### config.mk
export PLATFORM = sky130hd
export DESIGN_NAME = ctx_switcher
export DESIGN_NICKNAME = d
export VERILOG_FILES = /design/src/rtl/ctxsw_pkg.sv /design/src/rtl/ctxsw_bank.sv /design/src/rtl/ctxsw_seq.sv /design/src/rtl/ctx_switcher.sv
export SDC_FILE = /design/constraint.sdc
export NUM_CORES = 1
export LEC_CHECK = 0
export CORE_ASPECT_RATIO = 0.7
export CORE_MARGIN = 1.5
export CORE_UTILIZATION = 50
export DETAILED_ROUTE_END_ITERATION = 10
export GPL_TIMING_DRIVEN = 0
export HOLD_SLACK_MARGIN = 0.05
export PLACE_DENSITY_LB_ADDON = 0.15
export SETUP_SLACK_MARGIN = 0.2
export SYNTH_ARGS = -nofsm -noshare
export SYNTH_HDL_FRONTEND = slang
export SYNTH_SLANG_ARGS = --single-unit
### constraint.sdc
create_clock -name clk -period 6.8 [get_ports clk]
set_input_delay 1.36 -clock clk [delete_from_list [all_inputs] [get_ports clk]]
set_output_delay 1.36 -clock clk [all_outputs]
set_load 0.05 [all_outputs]
### src/rtl/ctxsw_pkg.sv
package ctxsw_pkg;
  localparam int ST_W      = 16;
  localparam int SVC_LSB   = 0;
  localparam int ID_LSB    = 8;
  localparam int ID_W      = 2;
  localparam int KEY_LSB   = 10;
  localparam int DEC_BIT   = 14;
  localparam int USER_BIT  = 15;
  localparam int CTL_W     = 8;

  typedef enum logic [2:0] {
    SQ_IDLE, SQ_SAVE, SQ_TEST, SQ_CHECK,
    SQ_RESTORE, SQ_REDIRECT, SQ_DONE, SQ_SVC
  } seq_t;

  typedef struct packed {
    logic [1:0] ilc;
    logic [1:0] cc;
    logic [3:0] pmask;
  } pctl_t;
endpackage

### src/rtl/ctxsw_bank.sv
module ctxsw_bank #(
  parameter int DEPTH = 4,
  parameter int W     = 16,
  localparam int IDXW = (DEPTH > 1) ? $clog2(DEPTH) : 1
) (
  input  logic            clk,
  input  logic            rst,
  input  logic            we,
  input  logic [IDXW-1:0] waddr,
  input  logic [W-1:0]    wdata,
  input  logic [IDXW-1:0] ra_addr,
  output logic [W-1:0]    ra_data,
  input  logic [IDXW-1:0] rb_addr,
  output logic [W-1:0]    rb_data
);
  logic [W-1:0] mem [DEPTH];

  always_ff @(posedge clk) begin
    if (rst) begin
      for (int i = 0; i < DEPTH; i++) mem[i] <= '0;
    end else if (we) begin
      mem[waddr] <= wdata;
    end
  end

  always_ff @(posedge clk) begin
    if (rst) begin
      ra_data <= '0;
      rb_data <= '0;
    end else begin
      ra_data <= mem[ra_addr];
      rb_data <= mem[rb_addr];
    end
  end
endmodule

### src/rtl/ctxsw_seq.sv
module ctxsw_seq
  import ctxsw_pkg::*;
#(
  parameter int NSTATE = 4,
  parameter int AW     = 24,
  parameter int IW     = 16,
  localparam int SIDW  = (NSTATE > 1) ? $clog2(NSTATE) : 1,
  localparam int PCW   = AW + CTL_W
) (
  input  logic            clk,
  input  logic            rst,
  input  logic            xfer_req,
  input  logic [SIDW-1:0] xfer_target,
  input  logic [AW-1:0]   xfer_addr,
  input  logic            xfer_test,
  input  logic            svc_req,
  input  logic [7:0]      svc_fields,
  input  logic [1:0]      exec_ilc,
  input  logic [1:0]      exec_cc,
  input  logic [3:0]      exec_pmask,
  input  logic [IW-1:0]   int_flags,
  input  logic            cfg_we,
  input  logic [1:0]      cfg_sel,
  input  logic [SIDW-1:0] cfg_state,
  input  logic [PCW-1:0]  cfg_data,
  input  logic [PCW-1:0]  pc_rd,
  input  logic [ST_W-1:0] st_rd,
  input  logic [IW-1:0]   mk_rd,
  output logic [SIDW-1:0] rd_addr,
  output logic            pc_we,
  output logic [SIDW-1:0] pc_waddr,
  output logic [PCW-1:0]  pc_wdata,
  output logic            st_we,
  output logic [SIDW-1:0] st_waddr,
  output logic [ST_W-1:0] st_wdata,
  output logic            mk_we,
  output logic [SIDW-1:0] mk_waddr,
  output logic [IW-1:0]   mk_wdata,
  output logic [SIDW-1:0] live_state,
  output logic [AW-1:0]   live_pc,
  output logic [1:0]      live_cc,
  output logic [3:0]      live_pmask,
  output logic [1:0]      live_ilc,
  output logic [3:0]      live_key,
  output logic            live_dec,
  output logic            live_user,
  output logic            busy,
  output logic            done,
  output logic            intr_redirect,
  output logic [SIDW-1:0] req_state,
  output logic            priv_viol
);
  seq_t            sq;
  logic [AW-1:0]   addr_q;
  logic            test_q;
  pctl_t           ctl_q;
  logic [7:0]      svc_q;
  logic            redir_q;
  logic            cfg_go;
  logic            pending;
  pctl_t           tgt_ctl;

  assign cfg_go  = (sq == SQ_IDLE) && !xfer_req && !svc_req && cfg_we;
  assign pending = |(mk_rd & int_flags);
  assign tgt_ctl = pctl_t'(pc_rd[PCW-1:AW]);
  assign rd_addr = (sq == SQ_IDLE) ? live_state : req_state;

  always_ff @(posedge clk) begin
    if (rst) begin
      sq         <= SQ_IDLE;
      addr_q     <= '0;
      test_q     <= 1'b0;
      ctl_q      <= '0;
      svc_q      <= '0;
      redir_q    <= 1'b0;
      req_state  <= '0;
      priv_viol  <= 1'b0;
      live_state <= '0;
      live_pc    <= '0;
      live_cc    <= '0;
      live_pmask <= '0;
      live_ilc   <= '0;
      live_key   <= '0;
      live_dec   <= 1'b0;
      live_user  <= 1'b0;
    end else begin
      priv_viol <= 1'b0;
      case (sq)
        SQ_IDLE: begin
          if (xfer_req) begin
            req_state <= xfer_target;
            addr_q    <= xfer_addr;
            test_q    <= xfer_test;
            ctl_q     <= '{ilc: exec_ilc, cc: exec_cc, pmask: exec_pmask};
            sq        <= SQ_SAVE;
          end else if (svc_req) begin
            svc_q <= svc_fields;
            sq    <= SQ_SVC;
          end
        end
        SQ_SVC: sq <= SQ_IDLE;
        SQ_SAVE: begin
          if (st_rd[USER_BIT]) begin
            priv_viol <= 1'b1;
            sq        <= SQ_IDLE;
          end else begin
            sq <= SQ_TEST;
          end
        end
        SQ_TEST: begin
          redir_q <= 1'b0;
          sq      <= test_q ? SQ_RESTORE : SQ_CHECK;
        end
        SQ_CHECK: sq <= pending ? SQ_REDIRECT : SQ_RESTORE;
        SQ_RESTORE: begin
          live_state <= req_state;
          live_pc    <= pc_rd[AW-1:0];
          live_cc    <= tgt_ctl.cc;
          live_pmask <= tgt_ctl.pmask;
          live_ilc   <= tgt_ctl.ilc;
          live_key   <= st_rd[KEY_LSB +: 4];
          live_dec   <= st_rd[DEC_BIT];
          live_user  <= st_rd[USER_BIT];
          sq         <= SQ_DONE;
        end
        SQ_REDIRECT: begin
          redir_q <= 1'b1;
          sq      <= SQ_DONE;
        end
        SQ_DONE: sq <= SQ_IDLE;
        default: sq <= SQ_IDLE;
      endcase
    end
  end

  // Register-file writes: at most one per array per cycle.
  always_comb begin
    pc_we    = cfg_go && (cfg_sel == 2'd0);
    pc_waddr = cfg_state;
    pc_wdata = cfg_data;
    if (sq == SQ_SAVE && !st_rd[USER_BIT]) begin
      pc_we    = 1'b1;
      pc_waddr = live_state;
      pc_wdata = {ctl_q, addr_q};
    end
  end

  always_comb begin
    st_we    = cfg_go && (cfg_sel == 2'd1);
    st_waddr = cfg_state;
    st_wdata = cfg_data[ST_W-1:0];
    if (sq == SQ_SVC) begin
      st_we    = 1'b1;
      st_waddr = live_state;
      st_wdata = {st_rd[ST_W-1:8], svc_q};
    end else if (sq == SQ_REDIRECT) begin
      st_we    = 1'b1;
      st_waddr = req_state;
      st_wdata = st_rd;
      st_wdata[ID_LSB +: ID_W] = ID_W'(req_state);
    end
  end

  assign mk_we    = cfg_go && (cfg_sel == 2'd2);
  assign mk_waddr = cfg_state;
  assign mk_wdata = cfg_data[IW-1:0];

  assign busy          = (sq != SQ_IDLE);
  assign done          = (sq == SQ_DONE);
  assign intr_redirect = (sq == SQ_DONE) && redir_q;
endmodule

### src/rtl/ctx_switcher.sv
module ctx_switcher
  import ctxsw_pkg::*;
#(
  parameter int NSTATE = 4,
  parameter int AW     = 24,
  parameter int IW     = 16,
  localparam int SIDW  = (NSTATE > 1) ? $clog2(NSTATE) : 1,
  localparam int PCW   = AW + CTL_W
) (
  input  logic            clk,
  input  logic            rst,
  input  logic            xfer_req,
  input  logic [SIDW-1:0] xfer_target,
  input  logic [AW-1:0]   xfer_addr,
  input  logic            xfer_test,
  input  logic            svc_req,
  input  logic [7:0]      svc_fields,
  input  logic [1:0]      exec_ilc,
  input  logic [1:0]      exec_cc,
  input  logic [3:0]      exec_pmask,
  input  logic [IW-1:0]   int_flags,
  input  logic            cfg_we,
  input  logic [1:0]      cfg_sel,
  input  logic [SIDW-1:0] cfg_state,
  input  logic [PCW-1:0]  cfg_data,
  input  logic [SIDW-1:0] rd_state,
  output logic [PCW-1:0]  rd_pc,
  output logic [ST_W-1:0] rd_status,
  output logic [IW-1:0]   rd_mask,
  output logic [SIDW-1:0] live_state,
  output logic [AW-1:0]   live_pc,
  output logic [1:0]      live_cc,
  output logic [3:0]      live_pmask,
  output logic [1:0]      live_ilc,
  output logic [3:0]      live_key,
  output logic            live_dec,
  output logic            live_user,
  output logic            busy,
  output logic            done,
  output logic            intr_redirect,
  output logic [SIDW-1:0] req_state,
  output logic            priv_viol
);
  logic [SIDW-1:0] rd_addr;
  logic            pc_we, st_we, mk_we;
  logic [SIDW-1:0] pc_waddr, st_waddr, mk_waddr;
  logic [PCW-1:0]  pc_wdata, pc_rd;
  logic [ST_W-1:0] st_wdata, st_rd;
  logic [IW-1:0]   mk_wdata, mk_rd;

  ctxsw_bank #(.DEPTH(NSTATE), .W(PCW)) u_pc_bank (
    .clk(clk), .rst(rst), .we(pc_we), .waddr(pc_waddr), .wdata(pc_wdata),
    .ra_addr(rd_addr), .ra_data(pc_rd), .rb_addr(rd_state), .rb_data(rd_pc));

  ctxsw_bank #(.DEPTH(NSTATE), .W(ST_W)) u_st_bank (
    .clk(clk), .rst(rst), .we(st_we), .waddr(st_waddr), .wdata(st_wdata),
    .ra_addr(rd_addr), .ra_data(st_rd), .rb_addr(rd_state), .rb_data(rd_status));

  ctxsw_bank #(.DEPTH(NSTATE), .W(IW)) u_mk_bank (
    .clk(clk), .rst(rst), .we(mk_we), .waddr(mk_waddr), .wdata(mk_wdata),
    .ra_addr(rd_addr), .ra_data(mk_rd), .rb_addr(rd_state), .rb_data(rd_mask));

  ctxsw_seq #(.NSTATE(NSTATE), .AW(AW), .IW(IW)) u_seq (
    .clk(clk), .rst(rst),
    .xfer_req(xfer_req), .xfer_target(xfer_target), .xfer_addr(xfer_addr),
    .xfer_test(xfer_test), .svc_req(svc_req), .svc_fields(svc_fields),
    .exec_ilc(exec_ilc), .exec_cc(exec_cc), .exec_pmask(exec_pmask),
    .int_flags(int_flags), .cfg_we(cfg_we), .cfg_sel(cfg_sel),
    .cfg_state(cfg_state), .cfg_data(cfg_data),
    .pc_rd(pc_rd), .st_rd(st_rd), .mk_rd(mk_rd), .rd_addr(rd_addr),
    .pc_we(pc_we), .pc_waddr(pc_waddr), .pc_wdata(pc_wdata),
    .st_we(st_we), .st_waddr(st_waddr), .st_wdata(st_wdata),
    .mk_we(mk_we), .mk_waddr(mk_waddr), .mk_wdata(mk_wdata),
    .live_state(live_state), .live_pc(live_pc), .live_cc(live_cc),
    .live_pmask(live_pmask), .live_ilc(live_ilc), .live_key(live_key),
    .live_dec(live_dec), .live_user(live_user), .busy(busy), .done(done),
    .intr_redirect(intr_redirect), .req_state(req_state),
    .priv_viol(priv_viol));
endmodule

Word level (Yosys, flattened, before mapping)
Memories as Yosys holds them, arrays and structs flattened. A register that Yosys moved wholly into a read port is not among the register bits.
Cells that the tools add are included.
- eq/ne operators: 10
- multiplexer cells: 38
- bitwise logic cells: 3
- reduce and logical (&&, ||, !) cells: 24
- operator list (operator ; number):
    $mux W16 ; 4
    $mux W32 ; 2
    $reduce_or A16 Y1 ; 3
    $reduce_or A32 Y1 ; 1
    $mux W1 ; 19
    $pmux W3 S6 ; 1
    $and A16 B16 Y16 ; 1
    $mux W2 ; 8
    $eq A3 B3 Y1 const B ; 4
    $mux W3 ; 3
    $logic_and A1 B1 Y1 ; 8
    $eq A3 B2 Y1 const B ; 2
    $reduce_or A2 Y1 ; 3
    $eq A3 B1 Y1 const B ; 1
    $logic_not A1 Y1 ; 3
    $logic_not A3 Y1 ; 1
    $ne A3 B3 Y1 const B ; 1
    $reduce_and A3 Y1 ; 1
    $reduce_bool A3 Y1 ; 1
    $eq A2 B1 Y1 const B ; 1
    $eq A2 B2 Y1 const B ; 1
    $logic_not A2 Y1 ; 1
    $not A1 Y1 ; 2
    $pmux W1 S2 ; 1
    other kinds (2) ; 2
- register bits after elaboration: 88
- memory bits (writable): 256
- input port bits: 102
- output and inout bits: 110
- word-level logic and storage cells: 96
- memories: 3
- memory list (name ; depth ; bits a word ; rd ports ; clocked after memory_dff ; write ports ; RTL line ; source):
    u_pc_bank.mem ; 4 ; 32 ; 2 ; 2 ; 4 ; ctxsw_bank.sv:16 ; logic [W-1:0] mem [DEPTH];
    u_mk_bank.mem ; 4 ; 16 ; 2 ; 2 ; 4 ; ctxsw_bank.sv:16 ;
    u_st_bank.mem ; 4 ; 16 ; 2 ; 2 ; 4 ; ctxsw_bank.sv:16 ;

Depth between registers and ports, before layout
Gate-level depths: netlist of the first run.
- depth after elaboration: 12
- depth in mapped cells: 8
- depth with buffers taken out: 5

Cells and area by module
Synthesis of the first run repeated with hierarchy kept, for this count alone.
- cells, all modules: 1661
- area, all modules: 20213.1 µm²
- modules (own cells, without submodules) (module ; instances ; cells an instance ; area an instance (µm²) ; sequential area each (µm²)):
    ctxsw_bank at u_mk_bank ... ; 2 ; 290 ; 4038.9 ; 2562.5
    ctxsw_bank at u_pc_bank ; 1 ; 566 ; 7961.4 ; 5124.9
    ctxsw_seq ; 1 ; 515 ; 4174.0 ; 1761.7

Worst setup path after synthesis of the first run
OpenSTA, ideal clock, no wires.
- path type: input to register
- start: input xfer_req
- end: memory u_pc_bank.mem[0][0] (netlist name) (enable)
- library setup time: 394 ps
- data arrival time: 3310 ps
- data required time: 6406 ps
- path slack: 3096 ps
- stages: 4
- path buffers: 0
- cell sequence: or4b_4 > o31ai_4 > nand4b_4 > nand2b_1
- RTL lines (what ; RTL line ; source):
    start, declared ; ctx_switcher.sv:12 ; input logic xfer_req,
    end, declared ; ctxsw_bank.sv:16 ;

==> results of run 1 <==
[cell type report]
cell class | count | area [sq um] | area share
timing repair buffer | 212 | 2160 | 0.0903
sequential | 472 | 12000 | 0.503
buffer | 110 | 522 | 0.0218
tap | 527 | 659 | 0.0276
multi-input combinational | 984 | 7050 | 0.295
inverter | 6 | 22.5 | 0.000942
clock inverter | 14 | 145 | 0.00607
clock buffer | 70 | 1330 | 0.0557
[cells in the final DEF (no fill, tap or decap), types with 3 or more instances in the layout]
cell / netlist / layout
a31o_2: 4 / 4
dfxtp_1: 216 / 216
nand2b_2: 0 / 3
clkdlybuf4s50_1: 0 / 209
nor2_1: 210 / 210
nand2_1: 172 / 172
a21oi_1: 96 / 96
o22ai_1: 64 / 64
nand4b_4: 3 / 3
clkbuf_1: 61 / 77
nand2b_1: 10 / 7
a22oi_1: 4 / 4
a31oi_1: 4 / 4
o21ai_0: 3 / 3
bufinv_16: 0 / 3
clkinv_1: 0 / 4
nand4b_2: 3 / 3
edfxtp_1: 256 / 256
buf_2: 30 / 30
nor2b_1: 65 / 65
mux2i_1: 180 / 180
clkbuf_8: 0 / 7
buf_1: 9 / 9
buf_6: 9 / 9
clkbuf_16: 0 / 47
or2_2: 4 / 4
clkinv_2: 0 / 5
and3_1: 3 / 3
and2_1: 66 / 66
inv_1: 5 / 5
mux4_2: 64 / 64
[tightest hold or removal path, stage by stage (launching register included)]
cell and delay (ps):
dfxtp_1 290, nand2_1 50, a21oi_1 50
[cells by family (layout without fill, tap and decap cells)]
group	Yosys count	after routing	share of synthesized area
flops	472	472	0.613
mux	248	248	0.169
simple gates	550	550	0.134
compound gates	186	186	0.0562
buf+inv	116	412	0.0278
[routing by layer]
layer	track usage	share of wire
met1	0.378	0.41
met3	0.0877	0.11
met4	0.0900	0.028
met2	0.431	0.45
met5	0	0.00016
[synth_stat cells (all sizes together), types with 2 or more instances]
master	count	area, sq um
or2	5	31.3
nor2	210	788
nand4b	6	116
and3	3	18.8
edfxtp	256	7690
nor2b	65	407
a221oi	2	17.5
or4b	2	23.8
nand2	172	646
mux2	2	22.5
a31o	4	35.0
a22oi	4	30.0
mux2i	182	1850
inv	6	22.5
dfxtp	216	4320
a31oi	4	25.0
nor3	4	36.3
a22o	2	17.5
nor4	2	42.5
and2	66	413
o21ai	3	15.0
nor3b	2	20.0
clkbuf	61	229
a21o	2	15.0
nand2b	10	62.6
a21oi	96	480
o22ai	64	400
o31ai	2	42.5
buf	49	293
mux4	64	1440
a211oi	2	15.0
[sequential cells by signal, summed over array words and instances (netlist names), 3 cells and up]
name,flops
u_mk_bank.mem,64
u_pc_bank.mem,128
u_mk_bank.rb_data,16
u_seq.live_pc,24
u_seq.svc_q,8
u_st_bank.rb_data,16
u_seq.ctl_q,8
u_mk_bank.ra_data,16
u_st_bank.ra_data,16
u_st_bank.mem,64
u_seq.live_key,4
u_seq.live_pmask,4
u_pc_bank.rb_data,32
u_seq.sq,3
u_pc_bank.ra_data,32
u_seq.addr_q,24
[power by group through the flow]
stage               Sequential, W  Combinational (W)  Clock [W]
floorplan                 0.00363            0.00102          0
global placement          0.00350            0.00175          0
detailed placement        0.00351            0.00178          0
CTS                       0.00345            0.00179    0.00255
global route              0.00348            0.00191    0.00266
finish                    0.00346            0.00180    0.00254
[metrics by stage]
stage,instance area [sq um],hold slack (ps),cells
6_report,23900,430,2395
5_1_grt,23900,447,2395
4_1_cts,23900,428,2395
3_5_place_dp,22400,428,2311
3_3_place_gp,22400,420,2308
2_1_floorplan,19600,417,1572
[worst max path at each step]
stage / startpoint / end / slack, ps
floorplan: xfer_req / u_pc_bank.mem[0][0] / 3100
global placement: rst / u_pc_bank.mem[2][4] / 1350
detailed placement: rst / u_pc_bank.mem[3][4] / 1790
CTS: u_seq.sq[1] / intr_redirect / 2280
global route: u_seq.sq[1] / intr_redirect / 2160
finish: rst / u_pc_bank.mem[3][6] / 2280
==> summary.txt, run 1 <==
Status
  – Status: completed

Power
  – Total power draw: 0.00780 W
  – P_leak: 9.56 nW
  – Sw frac: 0.308
  – Sequential Power Share: 0.443
  – P per Cell Area: 326 nW/um^2
  – Peak VDD IR: 0.000180 V
  – Total net switching power: 0.00240 W
  – Logic pwr share: 0.231
  – Clock power frac: 0.326
  – Internal Power: 0.00540 W

Setup path
  – Delay-heaviest family, CP: buffers and inverters
  – Max stage delay on crit path: 960 ps
  – Critical R2R Capture: u_mk_bank.ra_data[1]
  – Buf/Inv on CP: 4
  – Slowest cell on the critical path: a31o_2
  – Critical Path RT: 6990 ps
  – Crit. path cell count: 5
  – Critical path class: in2reg
  – Critical Path Start Type: input port
  – R2R Path Start: u_seq.sq[0]
  – Most frequent CP cell: clkbuf_1
  – Crit-path cells: clkdlybuf4s50_1 > clkbuf_1 > clkbuf_1 > clkbuf_1 > a31o_2
  – R2R Setup Slk: 3730 ps
  – WP data arrival: 4710 ps
  – Crit end category: flop
  – Crit Path Max Fanout: 32
  – Reg2Reg Depth: 7

GRT
  – Global-route wire length before repair: 82400 um
  – Largest net degree at the start of global routing: 33
  – Antenna violations before repair: 3
  – GRT Overall Usage: 0.280
  – Grt ovf: 0
  – Via count of the first global-routing pass: 13426

STA
  – Worst Max-Slew Pin Slew: 1150 ps
  – Fmax: 221 MHz
  – Setup ws final: 2280 ps
  – Unrepaired setup endpoints after global routing: no
  – Fin. Hold Viols: 0
  – Setup violators final: 0
  – Fin crit share: 0.665
  – Clk_skew: 20.4 ps
  – Final TNS setup: 0 ps
  – Relative slew margins: 0.236
  – Post-layout min period: 4520 ps
  – Max-slew violation count: 0

Placed design
  – RD Place Congestion: 0.874
  – Place WS: 1790 ps
  – Port Buffers: 209
  – Final HPWL DP: 39300 um

Logic synthesis
  – Post-synthesis cell type count: 46
  – Synth Register Bits: 472
  – Post-synth EDFFs: 256
  – Syn_nets: 1674
  – Seq/Total Area, Yosys: 0.613
  – Warnings from Yosys: 0
  – Synth Flop Type: edfxtp_1
  – Fraction of registers with async set/reset: 0
  – Cell area after synthesis: 19600 sq um
  – Mapped Cells: 1572
  – Post-Syn Area per Cell: 12.5 sq um

Drt
  – Post-DRT Antenna Nets: 0
  – First-pass iteration count of the detailed router: 5
  – # DRC: 0
  – Total wire length after detailed routing: 56900 um
  – Vias/cell: 5.68
  – Routed len/inst: 23.8 um
  – First DRT Iteration DRCs: 1381
  – Vias: 13605

Cells and area
  – Fillers: 3062
  – Fin util: 0.621
  – Fin nets: 1933
  – Layout cells sized above 1: 0.108
  – Antenna diodes: 0
  – P&R area growth vs syn: 22.0%

Clock tree
  – CTS Hold Buffers Added: 0
  – Resized Gates After CTS: 0
  – Clk Tree Root Cell: clkbuf_16
  – Post-CTS setup buffers: 0
  – CTS H-tree depth: 2
  – CTS sink count: 472
  – Later-pin clock latency in the skew report: 570 ps
  – CTS tree: built
  – Worst-case clock buffer depth: 3
  – Cts bufs inserted: 45
  – Clk slew on worst S/H paths: 60 ps

Die
  – Chip Width: 240 um
  – Std cell rows: 60
  – Die ar.: 40400 sq um
  – IO Count: 212
  – Core Region: 38500 sq um
  – DIE HEIGHT: 169 um
  – Initial core utilization: 0.509

Job
  – Max_cap viols: 0

Worst hold path
  – Hold Crit Class: reg2reg
  – Worst Hold Depth: 2
  – Hold endpoint: u_seq.live_pc[5]
  – Hold path start: u_pc_bank.ra_data[5]
(Power assumes the default switching activity.)
==> run 2: changes to the inputs <==
- clock period: 6.8 -> 3.85 ns (I/O delays scaled with it)
==> run 2 against run 1 <==
Largest cell class unchanged; sequential share of layout area about the same; first-iteration DRC count up 3.6%; cell count about the same; core utilization about the same.
==> summary.txt, run 2 (synthesis results as in run 1) <==
Clock tree
  – CTS tree: built
  – Later-pin clock latency in the skew report: 570 ps (about the same)
  – Clk slew on worst S/H paths: 60 ps (about the same)
  – Post-CTS setup buffers: 0 (unchanged)
  – CTS sink count: 472 (unchanged)
  – Cts bufs inserted: 45 (unchanged)
  – Clk Tree Root Cell: clkbuf_16
  – CTS H-tree depth: 2 (unchanged)
  – Worst-case clock buffer depth: 3 (unchanged)

Cells and area
  – Max FFs per register: 128 (unchanged)
  – Largest registers: u_pc_bank.mem x128, u_mk_bank.mem x64, u_st_bank.mem x64
  – Layout cells sized above 1: 0.109 (+0.00166)
  – Most flops, register: u_pc_bank.mem
  – P&R area growth vs syn: 22.0% (about the same)
  – Antenna diodes: 0 (unchanged)
  – Fin nets: 1932 (-0.052%)
  – Commonest non-fill, non-tap cells in the layout: edfxtp_1 (256), dfxtp_1 (216), nor2_1 (210), clkdlybuf4s50_1 (209), mux2i_1 (180)
  – Commonest non-fill, non-tap cell in the layout: edfxtp_1

STA
  – Relative slew margins: 0.289 (+0.0539)
  – Setup violators final: 0 (unchanged)
  – Worst Max-Slew Pin Slew: 1070 ps (-80.9 ps)
  – Fin. Hold Viols: 0 (unchanged)
  – Post-layout min period: 3620 ps
  – Fin crit share: 0.941
  – Hold slack: 430 ps (+0.147 ps)
  – Unrepaired setup endpoints after global routing: no
  – Setup ws final: 228 ps (-2050 ps)
  – Max-slew violation count: 0 (unchanged)
  – Fmax: 276 MHz
  – Clk_skew: 18.5 ps (-1.87 ps)

Die
  – Std cell rows: 60 (unchanged)
  – Core Region: 38500 sq um (unchanged)
  – Chip Width: 240 um (unchanged)
  – Die ar.: 40400 sq um (unchanged)
  – Initial core utilization: 0.509 (unchanged)
  – IO Count: 212 (unchanged)
  – DIE HEIGHT: 169 um (unchanged)

GRT
  – GRT Overall Usage: 0.280 (about the same)
  – Global-route wire length before repair: 82300 um (about the same)
  – Antenna violations before repair: 3 (unchanged)
  – Grt ovf: 0 (unchanged)
  – Largest net degree at the start of global routing: 33 (unchanged)
  – Via count of the first global-routing pass: 13403 (-0.17%)

Status
  – Status: completed

Drt
  – # DRC: 0 (unchanged)
  – Vias: 13593 (-0.088%)
  – Vias/cell: 5.68 (about the same)
  – Post-DRT Antenna Nets: 0 (unchanged)
  – First-pass iteration count of the detailed router: 5 (unchanged)
  – Routed len/inst: 23.7 um (-0.12%)
  – First DRT Iteration DRCs: 1431 (+3.6%)
  – Total wire length after detailed routing: 56800 um (-0.16%)

Worst hold path
  – Worst Hold Depth: 2 (unchanged)
  – Hold Crit Class: reg2reg

Job
  – Max_cap viols: 0 (unchanged)

Setup path
  – R2R Setup Slk: 760 ps (-2970 ps)
  – R2R Path Start: u_seq.sq[0]
  – Reg2Reg Depth: 7 (unchanged)
  – Crit path capture: u_st_bank.mem[0][10]
  – Crit end category: flop
  – Critical R2R Capture: u_mk_bank.ra_data[1]
  – Critical Path RT: 4020 ps (-2970 ps)
  – Crit Path Max Fanout: 16 (-50%)
  – Critical path class: in2reg
  – WP data arrival: 3800 ps (-910 ps)
  – Critical Path Start Type: input port
  – CP Launch Point: rst

Placed design
  – Final HPWL DP: 39300 um (unchanged)
  – RD Place Congestion: 0.874 (unchanged)
  – Place WS: -566 ps (-2360 ps)
  – Port Buffers: 209 (unchanged)

Power
  – P per Cell Area: 576 nW/um^2 (+76%)
  – P_leak: 9.56 nW (about the same)
  – Peak VDD IR: 0.000316 V (+76%)
-- run 2: cell types whose count changed in the layout (fill, tap and decap cells not counted), sizes merged --
cell  change
buf       -1
-- run 2: what timing repair did --
action                     in CTS  in global routing
setup endpoints to repair      34                 34
gates resized for setup         1                  3
hold buffers                    0                  0
-- run 2: final cells by class --
class / instances / area [sq um]
fill: 3062 / 14600
sequential: 472 / 12000
multi-input combinational: 984 / 7060
timing repair buffer: 212 / 2160
clock buffer: 70 / 1330
tap: 527 / 659
buffer: 109 / 518
clock inverter: 14 / 145
inverter: 6 / 22.5
-- run 2: routing by layer --
metal,GRT usage,part of all wire
met5,0,0.00018
met4,0.0900,0.030
met3,0.0872,0.11
met2,0.430,0.45
met1,0.379,0.41
-- run 2: critical path, cell delays in order --
cell             delay, ps
clkdlybuf4s50_1        550
clkbuf_1               390
clkbuf_1               720
clkbuf_1               480
nand2b_1               870
-- run 2: worst min path at each step --
stage | to | startpoint | slack [ps]
after floorplan | u_seq.live_cc[0] | u_pc_bank.ra_data[28] | 420
after global placement | u_seq.live_cc[1] | u_pc_bank.ra_data[29] | 420
after detailed placement | u_seq.live_pc[17] | u_pc_bank.ra_data[17] | 430
after CTS | u_seq.live_ilc[1] | u_pc_bank.ra_data[31] | 430
after global routing | u_seq.live_ilc[1] | u_pc_bank.ra_data[31] | 450
final | u_seq.live_pc[5] | u_pc_bank.ra_data[5] | 430
-- run 2: stage by stage --
stage	instance area [sq um]	std cells	TNS [ps]	util	power, W
finish	23900	2394	0	0.621	0.0138
global route	23900	2394	0	0.621	0.0142
CTS	23900	2394	0	0.621	0.0138
detailed placement	22400	2311	-43920	0.582	0.00934
global placement	22400	2308	-130370	0.580	0.00928
floorplan	19600	1572	0	-	0.00821
-- run 2: power by group --
group          internal, W  total (W)  switching, W
Sequential         0.00585    0.00611      0.000254
Combinational      0.00110    0.00319       0.00208
Clock              0.00258    0.00448       0.00190
Total              0.00954     0.0138       0.00424
